### config.mk
export PLATFORM = sky130hd
export DESIGN_NAME = buck_gate_timer
export DESIGN_NICKNAME = d
export VERILOG_FILES = /design/src/rtl/buck_gate_timer.sv
export SDC_FILE = /design/constraint.sdc
export NUM_CORES = 1
export LEC_CHECK = 0
export ABC_AREA = 0
export BUFFER_PORTS_ARGS = -buffer_cell sky130_fd_sc_hd__buf_2
export CORE_UTILIZATION = 52
export DETAILED_ROUTE_END_ITERATION = 8
export GPL_TIMING_DRIVEN = 0
export PLACE_DENSITY = 0.76
export SETUP_SLACK_MARGIN = 0.5
export SYNTH_ARGS = -nofsm -noshare
export SYNTH_HDL_FRONTEND = slang
export SYNTH_SLANG_ARGS = --single-unit
### constraint.sdc
create_clock -name clk -period 2.4 [get_ports clk]
set_clock_uncertainty 0.2 [all_clocks]
set_input_delay 0.36 -clock clk [delete_from_list [all_inputs] [get_ports clk]]
set_output_delay 0.36 -clock clk [all_outputs]
set_load 0.01 [all_outputs]
### src/rtl/buck_gate_timer.sv
module buck_gate_timer #(
  parameter int unsigned CW      = 8,
  parameter int unsigned DTW     = 4,
  parameter int unsigned MIN_ON  = 20,
  parameter int unsigned MIN_OFF = 20,
  parameter int unsigned BLANK   = 8
) (
  input  logic           clk,
  input  logic           rst_n,
  input  logic           sync_mode,
  input  logic           sync_in,
  input  logic [CW-1:0]  period,
  input  logic [CW-1:0]  duty,
  input  logic [DTW-1:0] dead,
  input  logic           oc_flag,
  input  logic           ov_flag,
  input  logic           bts_uv,
  output logic           hs_gate,
  output logic           ls_gate
);

  localparam int unsigned BW = $clog2(BLANK + 1);

  logic [CW-1:0]  cnt, on_q;
  logic           full_q, cut_q, sync_q;
  logic [DTW-1:0] dtc;
  logic [BW-1:0]  ton;

  wire            wrap      = ({1'b0, cnt} + 1'b1) >= {1'b0, period};
  wire            sync_fall = sync_mode & sync_q & ~sync_in;
  wire            start     = wrap | sync_fall;
  wire            short_on  = 32'(duty) < MIN_ON;
  wire            long_on   = 32'(duty) + MIN_OFF > 32'(period);
  wire            oc_now    = hs_gate & oc_flag & (ton == BW'(BLANK));
  wire            want_hs   = (full_q | (cnt < on_q)) & ~cut_q & ~oc_now & ~ov_flag & ~bts_uv;

  always_ff @(posedge clk or negedge rst_n) begin
    if (!rst_n) begin
      cnt    <= '0;
      on_q   <= '0;
      full_q <= 1'b0;
      cut_q  <= 1'b0;
      sync_q <= 1'b0;
      ton    <= '0;
    end else begin
      sync_q <= sync_in;
      cnt    <= start ? '0 : cnt + 1'b1;
      cut_q  <= start ? 1'b0 : (cut_q | oc_now);
      if (start) begin
        on_q   <= (short_on | long_on) ? '0 : duty;
        full_q <= long_on & ~short_on;
      end
      if (!hs_gate)
        ton <= '0;
      else if (ton != BW'(BLANK))
        ton <= ton + 1'b1;
    end
  end

  always_ff @(posedge clk or negedge rst_n) begin
    if (!rst_n) begin
      hs_gate <= 1'b0;
      ls_gate <= 1'b0;
      dtc     <= '0;
    end else if (want_hs) begin
      if (ls_gate) begin
        ls_gate <= 1'b0;
        dtc     <= dead;
      end else if (!hs_gate) begin
        if (dtc == '0) hs_gate <= 1'b1;
        else           dtc     <= dtc - 1'b1;
      end
    end else begin
      if (hs_gate) begin
        hs_gate <= 1'b0;
        dtc     <= dead;
      end else if (!ls_gate) begin
        if (dtc == '0) ls_gate <= 1'b1;
        else           dtc     <= dtc - 1'b1;
      end
    end
  end

endmodule

### Word-level counts from Yosys, hierarchy flattened

Cells that the tools add are included.
Widths: inputs -> output; s select.

| word-level totals | value |
|---|---|
| register bits | 29 |
| output and inout port bits | 2 |

| operators by class | value |
|---|---|
| add/subtract/negate cells | 5 |
| order comparisons | 4 |
| equal/unequal tests | 7 |
| mux-type cells | 18 |
| bitwise logic cells | 19 |
| reductions and logical operators | 2 |

Operators by type and width:

| cell | count |
|---|---|
| $mux 4 | 8 |
| $mux 8 | 2 |
| $add 8x1->9 const B | 1 |
| $add 8x5->9 const B | 1 |
| $and 1x1->1 | 9 |
| $ge 9x8->1 | 1 |
| $gt 9x8->1 | 1 |
| $add 8x1->8 const B | 1 |
| $lt 8x5->1 const B | 1 |
| $lt 8x8->1 | 1 |
| $mux 1 | 8 |
| $not 1->1 | 6 |
| $add 4x1->4 const B | 1 |
| $eq 4x4->1 const B | 1 |
| $logic_not 4->1 | 1 |
| $ne 2x1->1 const B | 2 |
| $ne 4x4->1 const B | 1 |
| $or 1x1->1 | 4 |
| $sub 4x1->4 const B | 1 |
| $ne 3x2->1 const B | 1 |
| $ne 3x3->1 const B | 1 |
| $ne 2x2->1 const B | 1 |
| $reduce_and 2->1 | 1 |

### Logic depth before layout (Yosys ltp)

| depth | value |
|---|---|
| depth after elaboration | 8 |
| depth in mapped cells | 10 |
| mapped depth without buffers | 10 |

### Least setup slack after synthesis

No wires, ideal clock.

| timing | value |
|---|---|
| path kind | reg-to-reg |
| start point | reg cnt[0] |
| end point | reg on_q[1] |
| library setup time | 134 ps |
| data arrival time | 2212 ps |
| path slack | -146 ps |
| stages on the path, launching flop included | 11 |
| buffers on the path | 0 |
| clock period less this slack | 2546 ps |
| cell sequence | dfrtp_1 -> ha_1 -> nand4_1 -> xnor2_1 -> ha_1 -> a21o_1 -> a221o_1 -> a31oi_1 -> o21ai_2 -> nand3_2 -> o22ai_1 |

| on the way | value |
|---|---|
| longest elaborated chain between the ends | 3 |

Ends and longest elaborated chain:

| element | RTL line | RTL |
|---|---|---|
| start: declaration | 24 | `logic [CW-1:0] cnt, on_q;` |
| start signal: assignment | 47 | `cnt <= start ? '0 : cnt + 1'b1;` |
| $add 8x1->9 | 29 | `wire wrap = ({1'b0, cnt} + 1'b1) >= {1'b0, period};` |
| $ge 9x8->1 | 29 |  |
| $or 1x1->1 | 31 | `wire start = wrap \| sync_fall;` |
| end signal: assignment | 50 | `on_q <= (short_on \| long_on) ? '0 : duty;` |
| end: declaration | 24 |  |

Every way passes these cells.
A chain may end at the register's enable or synchronous reset.

### Worst setup path in the final report

| timing | value |
|---|---|
| start point | reg cnt[3] |
| end point | reg cnt[5] |

| on the way | value |
|---|---|
| longest elaborated chain between the ends | 4 |

Ends and longest elaborated chain:

| element | RTL line |
|---|---|
| $add 8x1->9 | 29 |
| $ge 9x8->1 | 29 |
| $or 1x1->1 | 31 |
| $mux 8 * | 47 |

Mark *: on every way between the ends. The rest lies on a longest branch, timed or not.

==> metrics <==
Internal=0.001673 W; synth warn=0; Worst-path clk slew=60 ps; post-DP HPWL=3.356 mm; CTS buffer count=5; switching pwr=0.001112 W; post-synth net total=280; gr usage total=25.74%; CP max stage delay=380 ps; clock tree root buffer cell=clkbuf_8; Post-synth top flop=dfrtp_1; Area Overhead vs Synth=34.13%; Worst Tran Pin Value=642.8 ps; Req. time, crit path=2430 ps; core area=3771 µm²; critical-path maximum fanout=4; FF+latch area=726.9 µm²; Mapped Cells=224; synthesized area=2093 µm²; largest net degree at the start of global routing=30; Synth area leaders=dfrtp_1, ha_1, inv_1; Clk pwr share=16.4%; max frequency=363.1 MHz; initial antenna violation count=0; Die Y-Extent=65.45 µm; Synth cell types=46; failing checks=setup timing; Pins Over Slew Limit=0; Final Cell Area=2808 µm²; first-pass GRT wire length=8.183 mm; Hold Crit Class=input pin to flop; Worst Setup SP=cnt[3]; clock period minus worst slack=2754 ps; Initial DRC Count=88; vias per cell=5.549; die width=65.45 µm; final period utilization=114.7%; clk buf depth=2; fin nets=335; Fill cells=251; crit path DAT=2790 ps; peak supply drop=0.4223 mV; CTS sink count=29; number of synthesized flops with an enable pin=0; crit-path cells=and2_4 > and4_1 > nand3_2 > xnor2_2 > ha_1 > a221o_1 > a31oi_4 > buf_6 > o21a_1 > and2_1; Port Buffers=28; max-cap violations=0; net switching fraction of the power=39.94%; dpl ws=-484.5 ps; outcome=complete, but fails checks; final wirelength=5.254 mm; Mapped Avg Cell Area=9.345 µm²; top cell type's share of synthesized area=34.67%; crit path kind=flop to flop; PwrDens=992.0 nW/µm²; latest clock arrival within the worst-skew pair=290 ps; layout cells sized above 1=35.71%; I/O Pins=29; Placer Congestion=0.7838; flops & latches, synth=29; final setup fails=18; FP Rows=22; max_slew headroom=57.15%; multi-input logic area=1466 µm²; initial core utilization=55.51%; slowest CP cell=a221o_1; final worst slack=-353.9 ps; total congestion overflow=0; Inserted Diodes=0; asr flop ratio synth=100.0%; TritonCTS clock tree=yes; DR pass1 iterations=4; Cell Area, Placed=2322 µm²; largest area contributor in the netlist=dfrtp_1; element type at the critical path end=flop; LEAKAGE=1.358 nW; RSZ-0062 raised after global routing=true; vias in the first global route=1804; final antenna-violating net count=0; hold violation count in the final report=0; count leader, synth=inv_1; HP Start=duty[0]; register area share after synthesis=34.67%; htree depth=2; DR vias=1820; DRC violations left=0; post-DR wirelength/cell=16.02 µm; sequential share of power=27.6%; synth cell count leaders=inv_1, dfrtp_1, ha_1; hold slack=140.0 ps; Gate power share=56.1%; startpoint types=flop; die area=4283 µm²; RR Startpoint=cnt[3]
cells by family after synthesis:
kind of cell,after synthesis,synth area share (%)
simple gates,67,17.10
fa+ha+maj,29,17.33
mux,1,0.4782
xor+xnor,12,5.021
flops,29,34.67
buf+inv,33,7.173
compound gates,53,18.23
area by class of cell:
type / instances / share of cell area, %
plain buffers: 3 / 1.337
inverters: 30 / 4.011
multi-input cells: 163 / 52.23
clock inverters: 1 / 0.1783
well taps: 48 / 2.139
repair buffers: 47 / 10.78
flip-flops and latches: 29 / 25.89
clock buffers: 7 / 3.431
power by group through the flow:
stage | clock network (W) | logic [W] | registers (W)
after floorplan | 0 | 0.000801 | 0.000755
after global placement | 0 | 0.000973 | 0.000781
after detailed placement | 0 | 0.00101 | 0.000786
after CTS | 0.000447 | 0.00130 | 0.000759
after global routing | 0.000475 | 0.00170 | 0.000788
final | 0.000456 | 0.00156 | 0.000768
flip-flops by register name, indices dropped and copies added (netlist names):
| name | count |
|---|---|
| cnt | 8 |
| on_q | 8 |
| dtc | 4 |
| ton | 4 |
| cut_q | 1 |
| full_q | 1 |
| hs_gate | 1 |
| ls_gate | 1 |
| sync_q | 1 |
metrics by stage:
stage	utilization, %	std cells	total power [W]	TNS [ps]
finish	74.45	328	0.002785	-5770
global route	74.45	328	0.002964	-7827
CTS	69.74	324	0.002510	-2596
detailed placement	61.58	300	0.001798	-7383
global placement	61.58	300	0.001754	-6421
floorplan	-	224	0.001556	-1512
worst paths after layout:
path                                 to  slack, ps  cells past startpoint
max in group asynchronous        cnt[0]       1130                      2
worst min register to register  on_q[0]        330                      2
min in group asynchronous        sync_q        420                      2
worst min-delay path            on_q[0]        140                      3
worst max register to register   cnt[5]       -350                     10
worst max-delay path             cnt[5]       -350                     10
cells in the final DEF (no fill, tap or decap), drive strengths merged, types with 2 or more instances in the layout:
cell type / synthesis / layout
o21a: 4 / 5
clkbuf: 0 / 7
a211oi: 4 / 4
o2111ai: 3 / 3
nand4: 3 / 3
and3: 2 / 2
ha: 29 / 29
xor2: 2 / 2
nor2b: 2 / 2
dlygate4sd3: 0 / 2
dfrtp: 29 / 29
nor3: 7 / 7
buf: 3 / 48
a21o: 3 / 3
nor3b: 3 / 3
a21oi: 6 / 6
nand3: 5 / 5
nand2: 18 / 18
and2: 10 / 10
inv: 30 / 30
o221a: 2 / 2
o21ai: 13 / 13
o221ai: 2 / 2
nor2: 12 / 12
o22ai: 8 / 8
xnor2: 10 / 10
layer usage:
metal	track usage, %	vias to the layer above	wire [µm]
li1	-	904	-
met1	30.81	855	2146
met2	45.36	49	2806
met3	3.819	12	190
met4	11.14	0	110
met5	0	-	0
critical path, delay by kind of cell, from the launching register on:
| kind | cells | cell delay (ps) |
|---|---|---|
| xor+xnor | 1 | 160 |
| buf+inv | 1 | 140 |
| fa+ha+maj | 1 | 340 |
| compound gates | 3 | 780 |
| simple gates | 4 | 700 |
| flops | 1 | 370 |
repair_timing:
action | 4_1_cts | 5_1_grt
endpoints found under the hold margin | 29 | 1
pin swaps | 12 | 19
cloned | 2 | 0
gates resized for setup | 18 | 29
buffers inserted | 13 | 3
setup endpoints to repair | 22 | 24
hold buffers | 1 | 1
Power figures use the tool's default switching activity.
